===== src/rtl/sqarb_pkg.sv =====
// Package sqarb_pkg
// Shared constants for the branch squash arbiter.
// Assumes sequence numbers are 32-bit unsigned and never wrap within
// the lifetime of an in-flight branch.
package sqarb_pkg;
    localparam int SEQ_W = 32;
    typedef logic [SEQ_W-1:0] seq_t;
endpackage


===== src/rtl/sqarb_resolve.sv =====
// Module sqarb_resolve
// Per-source resolution: derives the taken flag and the squash point of
// one branch report. DELAY_SLOT selects the variant: without delay slots
// the branch itself is the squash point and taken compares next PC with
// PC + INST_BYTES; with delay slots the delay-slot instruction is the
// squash point and taken compares next-next PC with next PC + INST_BYTES.
// Assumes PC values are byte addresses of width PC_W.
module sqarb_resolve
    import sqarb_pkg::*;
#(
    parameter int PC_W       = 32,
    parameter int INST_BYTES = 4,
    parameter bit DELAY_SLOT = 1'b0
) (
    input  logic [PC_W-1:0] pc,
    input  logic [PC_W-1:0] npc,
    input  logic [PC_W-1:0] nnpc,
    input  seq_t            seq,
    input  seq_t            slot_seq,
    output logic            taken,
    output seq_t            point
);
    localparam logic [PC_W-1:0] STEP = PC_W'(INST_BYTES);

    generate
        if (DELAY_SLOT) begin : g_slot
            logic unused_inputs;
            // Delay-slot variant: redirect happens after the slot instruction.
            assign taken         = (nnpc != (npc + STEP));
            assign point         = slot_seq;
            assign unused_inputs = ^{pc, seq};
        end else begin : g_plain
            logic unused_inputs;
            // Plain variant: redirect right after the branch.
            assign taken         = (npc != (pc + STEP));
            assign point         = seq;
            assign unused_inputs = ^{nnpc, slot_seq};
        end
    endgenerate
endmodule


===== src/rtl/sqarb_pick.sv =====
// Module sqarb_pick
// Oldest-first selection among the candidate reports of one thread.
// Picks the smallest sequence number; on equal numbers the lowest source
// index wins, matching a scan from the nearest stage outward.
// Assumes cand is already qualified by valid and thread match.
module sqarb_pick
    import sqarb_pkg::*;
#(
    parameter int NUM_SRC = 3,
    parameter int SRC_W   = 2
) (
    input  logic [NUM_SRC-1:0]       cand,
    input  logic [NUM_SRC*SEQ_W-1:0] seq_flat,
    output logic                     win_valid,
    output logic [SRC_W-1:0]         win_idx
);
    // Linear scan keeping the oldest candidate seen so far.
    always_comb begin
        logic found;
        seq_t best;
        logic [SRC_W-1:0] idx;
        found = 1'b0;
        best  = '0;
        idx   = '0;
        for (int s = 0; s < NUM_SRC; s++) begin
            if (cand[s] && (!found || (seq_flat[s*SEQ_W +: SEQ_W] < best))) begin
                found = 1'b1;
                best  = seq_flat[s*SEQ_W +: SEQ_W];
                idx   = SRC_W'(s);
            end
        end
        win_valid = found;
        win_idx   = idx;
    end
endmodule


===== src/rtl/sqarb_filter.sv =====
// Module sqarb_filter
// Same-cycle forwarding filter: tells each forwarding lane to discard an
// instruction that is younger than a squash point decided in this cycle
// for the same thread. Purely combinational; it sees only the current
// cycle's winners, so it releases as soon as the squash cycle is over.
// Assumes lane thread numbers outside NUM_THR are never dropped.
module sqarb_filter
    import sqarb_pkg::*;
#(
    parameter int NUM_THR = 2,
    parameter int LANES   = 2,
    parameter int TID_W   = 1
) (
    input  logic [NUM_THR-1:0]       win_valid,
    input  logic [NUM_THR*SEQ_W-1:0] win_point,
    input  logic [LANES-1:0]         fwd_valid,
    input  logic [LANES*TID_W-1:0]   fwd_tid,
    input  logic [LANES*SEQ_W-1:0]   fwd_seq,
    output logic [LANES-1:0]         fwd_drop
);
    // Compare every lane against the squash point of its own thread.
    always_comb begin
        for (int l = 0; l < LANES; l++) begin
            logic [TID_W-1:0] tid;
            tid         = fwd_tid[l*TID_W +: TID_W];
            fwd_drop[l] = 1'b0;
            for (int t = 0; t < NUM_THR; t++) begin
                if (fwd_valid[l] && (tid == TID_W'(t)) && win_valid[t] &&
                    (fwd_seq[l*SEQ_W +: SEQ_W] > win_point[t*SEQ_W +: SEQ_W])) begin
                    fwd_drop[l] = 1'b1;
                end
            end
        end
    end
endmodule


===== src/rtl/branch_squash_arbiter.sv =====
// Module branch_squash_arbiter
// Collects branch-resolution reports from NUM_SRC stages, keeps the oldest
// per thread each cycle, broadcasts its squash one clock later and stores
// the squash point with the cycle number it was decided in. A forwarding
// filter flags younger instructions of a squashing thread in the same cycle.
// Assumes: synchronous active-low reset; at most one report per source per
// cycle; slot sequence number is not older than its branch.
module branch_squash_arbiter
    import sqarb_pkg::*;
#(
    parameter int NUM_SRC    = 3,
    parameter int NUM_THR    = 2,
    parameter int PC_W       = 32,
    parameter int LANES      = 2,
    parameter int CYC_W      = 16,
    parameter int INST_BYTES = 4,
    parameter bit DELAY_SLOT = 1'b0,
    parameter int TID_W      = (NUM_THR > 1) ? $clog2(NUM_THR) : 1,
    parameter int SRC_W      = (NUM_SRC > 1) ? $clog2(NUM_SRC) : 1
) (
    input  logic                       clk,
    input  logic                       rst_n,
    input  logic [NUM_SRC-1:0]         ev_valid,
    input  logic [NUM_SRC*TID_W-1:0]   ev_tid,
    input  logic [NUM_SRC*SEQ_W-1:0]   ev_seq,
    input  logic [NUM_SRC*PC_W-1:0]    ev_pc,
    input  logic [NUM_SRC*PC_W-1:0]    ev_npc,
    input  logic [NUM_SRC*PC_W-1:0]    ev_nnpc,
    input  logic [NUM_SRC*PC_W-1:0]    ev_target,
    input  logic [NUM_SRC*SEQ_W-1:0]   ev_slot_seq,
    input  logic [LANES-1:0]           fwd_valid,
    input  logic [LANES*TID_W-1:0]     fwd_tid,
    input  logic [LANES*SEQ_W-1:0]     fwd_seq,
    output logic [LANES-1:0]           fwd_drop,
    output logic [NUM_THR-1:0]         sq_valid,
    output logic [NUM_THR*SEQ_W-1:0]   sq_seq,
    output logic [NUM_THR*SEQ_W-1:0]   sq_point,
    output logic [NUM_THR*PC_W-1:0]    sq_next_pc,
    output logic [NUM_THR-1:0]         sq_taken,
    output logic [NUM_THR*SRC_W-1:0]   sq_src,
    output logic [NUM_THR*SEQ_W-1:0]   rec_point,
    output logic [NUM_THR*CYC_W-1:0]   rec_cycle,
    output logic [CYC_W-1:0]           cycle_now
);
    // Per-source resolution results.
    logic [NUM_SRC-1:0]       src_taken;
    logic [NUM_SRC*SEQ_W-1:0] src_point;

    // Per-thread winners of the current cycle.
    logic [NUM_THR-1:0]       win_valid;
    logic [NUM_THR*SEQ_W-1:0] win_point;
    logic [NUM_THR*SEQ_W-1:0] win_seq;
    logic [NUM_THR*PC_W-1:0]  win_pc;
    logic [NUM_THR-1:0]       win_taken;
    logic [NUM_THR*SRC_W-1:0] win_src;

    logic [CYC_W-1:0] cycle_q;

    generate
        for (genvar s = 0; s < NUM_SRC; s++) begin : g_src
            sqarb_resolve #(
                .PC_W       (PC_W),
                .INST_BYTES (INST_BYTES),
                .DELAY_SLOT (DELAY_SLOT)
            ) u_resolve (
                .pc       (ev_pc[s*PC_W +: PC_W]),
                .npc      (ev_npc[s*PC_W +: PC_W]),
                .nnpc     (ev_nnpc[s*PC_W +: PC_W]),
                .seq      (ev_seq[s*SEQ_W +: SEQ_W]),
                .slot_seq (ev_slot_seq[s*SEQ_W +: SEQ_W]),
                .taken    (src_taken[s]),
                .point    (src_point[s*SEQ_W +: SEQ_W])
            );
        end

        for (genvar t = 0; t < NUM_THR; t++) begin : g_thr
            logic [NUM_SRC-1:0] cand;
            logic [SRC_W-1:0]   idx;

            // Qualify each source report by validity and thread match.
            always_comb begin
                for (int s = 0; s < NUM_SRC; s++) begin
                    cand[s] = ev_valid[s] && (ev_tid[s*TID_W +: TID_W] == TID_W'(t));
                end
            end

            sqarb_pick #(
                .NUM_SRC (NUM_SRC),
                .SRC_W   (SRC_W)
            ) u_pick (
                .cand      (cand),
                .seq_flat  (ev_seq),
                .win_valid (win_valid[t]),
                .win_idx   (idx)
            );

            // Route the winning source's fields to this thread.
            always_comb begin
                win_point[t*SEQ_W +: SEQ_W] = src_point[idx*SEQ_W +: SEQ_W];
                win_seq[t*SEQ_W +: SEQ_W]   = ev_seq[idx*SEQ_W +: SEQ_W];
                win_pc[t*PC_W +: PC_W]      = ev_target[idx*PC_W +: PC_W];
                win_taken[t]                = src_taken[idx];
                win_src[t*SRC_W +: SRC_W]   = idx;
            end

            // Broadcast register: one-cycle squash pulse with its payload.
            always_ff @(posedge clk) begin
                if (!rst_n) begin
                    sq_valid[t]                  <= 1'b0;
                    sq_seq[t*SEQ_W +: SEQ_W]     <= '0;
                    sq_point[t*SEQ_W +: SEQ_W]   <= '0;
                    sq_next_pc[t*PC_W +: PC_W]   <= '0;
                    sq_taken[t]                  <= 1'b0;
                    sq_src[t*SRC_W +: SRC_W]     <= '0;
                end else begin
                    sq_valid[t] <= win_valid[t];
                    if (win_valid[t]) begin
                        sq_seq[t*SEQ_W +: SEQ_W]   <= win_seq[t*SEQ_W +: SEQ_W];
                        sq_point[t*SEQ_W +: SEQ_W] <= win_point[t*SEQ_W +: SEQ_W];
                        sq_next_pc[t*PC_W +: PC_W] <= win_pc[t*PC_W +: PC_W];
                        sq_taken[t]                <= win_taken[t];
                        sq_src[t*SRC_W +: SRC_W]   <= win_src[t*SRC_W +: SRC_W];
                    end
                end
            end

            // Record register: squash point and the cycle it was decided in.
            always_ff @(posedge clk) begin
                if (!rst_n) begin
                    rec_point[t*SEQ_W +: SEQ_W] <= '0;
                    rec_cycle[t*CYC_W +: CYC_W] <= '0;
                end else if (win_valid[t]) begin
                    rec_point[t*SEQ_W +: SEQ_W] <= win_point[t*SEQ_W +: SEQ_W];
                    rec_cycle[t*CYC_W +: CYC_W] <= cycle_q;
                end
            end
        end
    endgenerate

    // Free-running cycle counter used to tag stored squashes.
    always_ff @(posedge clk) begin
        if (!rst_n) cycle_q <= '0;
        else        cycle_q <= cycle_q + 1'b1;
    end
    assign cycle_now = cycle_q;

    sqarb_filter #(
        .NUM_THR (NUM_THR),
        .LANES   (LANES),
        .TID_W   (TID_W)
    ) u_filter (
        .win_valid (win_valid),
        .win_point (win_point),
        .fwd_valid (fwd_valid),
        .fwd_tid   (fwd_tid),
        .fwd_seq   (fwd_seq),
        .fwd_drop  (fwd_drop)
    );
endmodule


===== config.mk =====
export PLATFORM = sky130hd
export DESIGN_NAME = branch_squash_arbiter
export DESIGN_NICKNAME = d
export VERILOG_FILES = /design/src/rtl/sqarb_pkg.sv /design/src/rtl/sqarb_resolve.sv /design/src/rtl/sqarb_pick.sv /design/src/rtl/sqarb_filter.sv /design/src/rtl/branch_squash_arbiter.sv
export SDC_FILE = /design/constraint.sdc
export NUM_CORES = 1
export LEC_CHECK = 0
export BUFFER_PORTS_ARGS = -buffer_cell sky130_fd_sc_hd__buf_2
export CAP_MARGIN = 20
export CORE_AREA = 2 2 371 373
export CTS_CLUSTER_SIZE = 40
export DETAILED_ROUTE_END_ITERATION = 7
export DIE_AREA = 0 0 373 375
export HOLD_SLACK_MARGIN = 0.06
export SYNTH_ARGS = -nofsm -noshare
export SYNTH_HDL_FRONTEND = slang
export SYNTH_SLANG_ARGS = --single-unit

===== constraint.sdc =====
create_clock -name clk -period 15.6 [get_ports clk]
set_input_delay 2.34 -clock clk [delete_from_list [all_inputs] [get_ports clk]]
set_output_delay 2.34 -clock clk [all_outputs]
set_load 0.01 [all_outputs]

# Word-level counts from Yosys, hierarchy flattened
# Cells that the tools add are included.
classes:
  bitwise: 5
  shifts: 4
  add_sub_neg: 4
  n_mux: 22
  reduce_logical: 30
  n_lt_le_gt_ge: 10
  eq_ne: 3
ops:
  columns: ["cell", "count"]
  rows:
  - ["variable part select 96 x 8 -> 32 bit", 4]
  - ["> comparator 32 bit", 4]
  - ["less-than comparator 32 bit", 4]
  - ["two-way mux 32 bit", 4]
  - ["adder 32 x 3 -> 32 bit (second input constant)", 3]
  - ["inequality test 32 bit", 3]
  - ["logical AND 1 bit", 22]
  - ["adder 16 x 1 -> 16 bit (second input constant)", 1]
  - ["two-way mux 1 bit", 14]
  - ["less-than comparator 2 x 3 -> 1 bit (second input constant)", 2]
  - ["inverter 1 bit", 5]
  - ["binary-select mux 1 bit (select 2 bit)", 2]
  - ["zero test 1 bit", 4]
  - ["logical OR 1 bit", 4]
  - ["two-way mux 2 bit", 2]
word_totals:
  input_bits: 652
  ff_bits: 184
  out_inout_bits: 314
  wordCells: 91

# Longest topological paths before layout
depth:
  word_depth: 16
  ltp_mapped: 39
  depth_no_buf: 33

# By module
# From an unflattened synthesis, not the netlist that was laid out.
unflattened:
  hier_cells: 3163
  hier_area_um2: 24242.0
by_module_without_submodules:
  columns: ["mod", "n_inst", "area_per_inst_um2", "seq_area_each_um2", "cells_each"]
  rows:
  - ["branch_squash_arbiter", 1, 13395.3, 4964.8, 1633]
  - ["sqarb_resolve", 3, 1291.2, 0.0, 184]
  - ["sqarb_filter", 1, 3024.2, 0.0, 393]
  - ["sqarb_pick (g_thr[0].u_pick)", 1, 2073.2, 0.0, 309]
  - ["sqarb_pick (g_thr[1].u_pick)", 1, 1875.5, 0.0, 276]

# Worst setup path after synthesis
# OpenSTA, ideal clock, no wires.
synth_path:
  path_kind: "in2out"
  start: "input port ev_valid[0]"
  end: "output port fwd_drop[1]"
  stages: 39
  t_arrival_ns: 9.503
  setup_slack_ns: 3.757
  required_time_ns: 13.260
  path_cell_list: "nor2b_1 > clkbuf_1 > clkbuf_1 > nand2_1 > ha_1 > a21oi_1 > o21ai_0 > a21oi_1 > a21oi_1 > nor4b_1 > o21ai_0 > nand2_1 > buf_1 > clkbuf_1 > a22oi_1 > ha_1 > a21o_1 > a21o_1 > [... 3 more ...] > a221o_1 > a211o_1 > or2_2 > clkbuf_1 > clkbuf_1 > nand2_1 > o21ai_0 > ha_1 > nor2b_1 > o21a_1 > o21a_1 > o21a_1 > o21a_1 > o21ai_0 > a21oi_1 > o211ai_1 > a21oi_1 > or2_2"
synth_via:
  elab_chain_cells: 15
  word_cells_on_any_way: 42
  classes_between: "order compare: 6; shift: 2; mux: 16; reduce/logical: 18"
synth_lines:
  columns: ["item", "line_no", "rtl"]
  rows:
  - ["start, declared", "branch_squash_arbiter.sv:23", "input logic [NUM_SRC-1:0] ev_valid,"]
  - ["logical AND 1 bit", "branch_squash_arbiter.sv:83", "cand[s] = ev_valid[s] && (ev_tid[s*TID_W +: TID_W] == TID_W'(t));"]
  - ["two-way mux 32 bit / two-way mux 1 bit (equally long branches)", "sqarb_pick.sv:26", "if (cand[s] && (!found || (seq_flat[s*SEQ_W +: SEQ_W] < best))) begin"]
  - ["less-than comparator 32 bit / zero test 1 bit (equally long branches)", "sqarb_pick.sv:26", null]
  - ["logical OR 1 bit", "sqarb_pick.sv:26", null]
  - ["logical AND 1 bit", "sqarb_pick.sv:26", null]
  - ["two-way mux 32 bit / two-way mux 1 bit (equally long branches)", "sqarb_pick.sv:26", null]
  - ["less-than comparator 32 bit / zero test 1 bit (equally long branches)", "sqarb_pick.sv:26", null]
  - ["logical OR 1 bit", "sqarb_pick.sv:26", null]
  - ["logical AND 1 bit", "sqarb_pick.sv:26", null]
  - ["two-way mux 2 bit", "sqarb_pick.sv:26", null]
  - ["variable part select 96 x 8 -> 32 bit", "branch_squash_arbiter.sv:99", "win_point[t*SEQ_W +: SEQ_W] = src_point[idx*SEQ_W +: SEQ_W];"]
  - ["> comparator 32 bit", "sqarb_filter.sv:29", "(fwd_seq[l*SEQ_W +: SEQ_W] > win_point[t*SEQ_W +: SEQ_W])) begin"]
  - ["logical AND 1 bit", "sqarb_filter.sv:28", "if (fwd_valid[l] && (tid == TID_W'(t)) && win_valid[t] &&"]
  - ["two-way mux 1 bit", "sqarb_filter.sv:28", null]
  - ["two-way mux 1 bit (*)", "sqarb_filter.sv:28", null]
  - ["end, declared", "branch_squash_arbiter.sv:34", "output logic [LANES-1:0] fwd_drop,"]
# Mark *: on every way between the ends. The rest lies on a longest branch, timed or not.

# Worst setup path after layout
# Ends and elaborated chain as after synthesis.

==> results.json <==
{
  "outcome": "finished, final reports clean",
  "rrSetupSlack_ns": 13.41,
  "finalNetCount": 4289,
  "r2r-end": "cycle_now[15]$_SDFF_PN0_",
  "seq_power_share": 0.305,
  "grt_overflow_total": 0,
  "power.density_mw_per_mm2": 68.8,
  "skew_ns": 0.00540,
  "p_leak_uw": 0.0116,
  "p_clk_frac": 0.264,
  "synth_fa_ha_area_frac": 0.153,
  "via_count": 24700,
  "cp.arrival_ns": 11.54,
  "hold_end": "rec_cycle[18]$_SDFFE_PN0P_",
  "p_int_uw": 1040,
  "switching_share": 0.429,
  "ys_ff_latch": 184,
  "cp-end-kind": "primary output",
  "final_util": 0.195,
  "num_io_pins": 966,
  "start_kind": "input port",
  "ant_nets": 0,
  "ys_types": 73,
  "rows": 136,
  "hold_depth": 2,
  "ys_top_cells_by_area": "dfxtp_1, ha_1, mux2i_1",
  "cts_resized": 0,
  "synth_top_flop_cell": "dfxtp_1",
  "start_util": 0.154,
  "tritoncts": "yes",
  "tightest_slew_ns": 1.03,
  "gp_congestion": 0.919,
  "synth_compound_area_frac": 0.233,
  "ys_seq_area_frac": 0.176,
  "critPathMaxFanout": 47,
  "report.power.total_uw": 1830,
  "die_area_mm2": 0.140,
  "clkTransAtPathRegs_ns": 0.07,
  "die_y_um": 375,
  "cts-root-buf": "clkbuf_16",
  "drcViolationCount": 0,
  "slowest_delay_ns": 0.67,
  "clk_latency_ns": 0.49,
  "synthesis.area_mm2": 0.0210,
  "clock_path_buffers": 2,
  "wl_mm": 125,
  "fmax_mhz": 72.0,
  "synth_top_area_frac": 0.176,
  "regArea_mm2": 0.00368,
  "cts_made_buffers": 17,
  "setup_viol": 0,
  "grt_pass1_vias": 22500,
  "cts_max_level": 4,
  "wl_per_cell_um": 23.9,
  "ctsHoldBuffers": 0,
  "hold_path.class": "reg -> reg",
  "instances_no_fill": 5224,
  "grtUsageTotal": 0.171,
  "drv_slew": 0,
  "synth_mux_area_frac": 0.0748,
  "drt_iter0_markers": 1956,
  "multi_input_area_mm2": 0.0156,
  "layout_commonest_cell": "buf_2",
  "total_switching_power_uw": 783,
  "fin_hold_ws_ns": 0.464,
  "fin_crit_ns": 13.88,
  "fill_cells": 15500,
  "crit_required_ns": 13.26,
  "final_cell_mix": "buf_2, nand2_1, ha_1",
  "finalHoldViolCount": 0,
  "finalSetupTns_ns": 0,
  "fin_crit_sh": 0.890,
  "synth_xor_xnor_area_share": 0.0518,
  "synth_top_family_by_area": "compound AO/OA/AOI/OAI gates",
  "rr_startpoint": "cycle_now[3]$_SDFF_PN0_",
  "io_buffers": 773,
  "synth_nets": 3754,
  "post_cts_buffers": 0,
  "worst_slew_margin_rel": 0.307,
  "synth_edf_count": 0,
  "grt_max_degree": 88,
  "ys_async_sr_fraction": 0,
  "yosysTopAreaCell": "dfxtp_1",
  "syn_avg_cell_area_um2": 7.37,
  "drive_gt1_frac": 0.257,
  "min_from": "rec_cycle[18]$_SDFFE_PN0P_",
  "cp_slowest_cell": "nand2_4",
  "grt_pass1_wl_mm": 171,
  "antenna_found_initial": 100,
  "cap_violations": 0,
  "cts.sinks": 184,
  "syn2layout_area_growth_pct": 26.5,
  "dp.cells": 5156,
  "syn_inst": 2846,
  "comb_power_share": 0.431,
  "crit_top_cell": "a21oi_1",
  "r2r_cells": 9,
  "yosys.area_share.simple": 0.226,
  "die_w_um": 373,
  "drt_pass1_iterations": 6,
  "yosys_warnings": 0,
  "critPathLaunch": "ev_valid[0]",
  "rsz0062_at_grt": "false",
  "ir_drop_uv": 77.2,
  "dp_hpwl_mm": 103,
  "crit_type": "in -> out",
  "core_area_mm2": 0.136,
  "via_per_inst": 4.73
}
power groups by stage:
| stage | Clock (uW) | Sequential, uW | Combinational [uW] |
|---|---|---|---|
| finish | 482 | 558 | 787 |
| global route | 510 | 564 | 868 |
| CTS | 501 | 561 | 786 |
| detailed placement | 0 | 571 | 784 |
| global placement | 0 | 570 | 773 |
| floorplan | 0 | 561 | 455 |
cells by family (layout without fill, tap and decap cells):
group,after synthesis,after routing
AND/OR/NAND/NOR,984,984
flip-flops,184,184
other,0,37
buffers and inverters,351,898
adder cells (fa/ha/maj),257,257
multiplexers,156,156
AO/OA/AOI/OAI,790,790
XOR/XNOR,124,124
cell usage after synthesis, types with 7 or more instances:
cell      instances
a21oi_1         232
and2_1           25
a22oi_1          65
nor3_1           27
inv_1            55
nand2b_1         20
a21o_1           46
a21boi_0         38
buf_1            23
nor2_1          232
o211ai_1         12
nand2_1         310
or3_1             9
o21a_1           17
buf_4           128
a211oi_1         12
a31oi_1          11
nand3_1         115
and3_1           13
nor2b_1          25
mux2i_1         150
or2_2             7
xnor2_1          86
dfxtp_1         184
xor2_1           38
nand4_1         137
nor4_1           18
o21ai_0         242
ha_1            256
clkbuf_1        140
and4_1           16
o311ai_0         65
o31ai_1           8
stage by stage:
stage | instance area [um^2] | worst slack (ns)
after floorplan | 21000 | 3.76
after global placement | 25900 | 1.85
after detailed placement | 25900 | 1.72
after CTS | 26500 | 1.73
after global routing | 26500 | 1.20
final | 26600 | 1.72
routing by layer:
metal | share of wire | track usage | up-vias
met2 | 0.44 | 0.267 | 1166
met5 | 0.0039 | 0 | -
met1 | 0.41 | 0.211 | 11700
met4 | 0.031 | 0.0556 | 82
li1 | - | - | 11500
met3 | 0.11 | 0.0703 | 220
critical path: cells and delay by family:
| kind | cells | cell delay, ns |
|---|---|---|
| buf+inv | 5 | 1.34 |
| simple gates | 9 | 3.02 |
| fa+ha+maj | 3 | 0.99 |
| compound gates | 17 | 3.78 |
sequential cells by signal, indices dropped and copies added (netlist names):
register and cells:
cycle_now 16, rec_cycle 32, rec_point 64, sq_next_pc 64, sq_src 4, sq_taken 2, sq_valid 2
worst max-delay path by stage:
stage / slack, ns / endpoint / cells past startpoint
2_1_floorplan: 3.76 / fwd_drop[1] / 39
3_3_place_gp: 1.85 / fwd_drop[1] / 35
3_5_place_dp: 1.72 / fwd_drop[1] / 35
4_1_cts: 1.73 / fwd_drop[1] / 35
5_1_grt: 1.20 / fwd_drop[1] / 35
6_report: 1.72 / fwd_drop[1] / 34
cell type report:
| type | instances | share of cell area |
|---|---|---|
| multi-input combinational | 2311 | 0.586 |
| timing repair buffer | 812 | 0.157 |
| sequential | 184 | 0.139 |
| tap | 1794 | 0.0845 |
| clock buffer | 19 | 0.0163 |
| inverter | 55 | 0.00777 |
| clock inverter | 12 | 0.00551 |
| antenna | 37 | 0.00349 |
(Power assumes the default switching activity.)
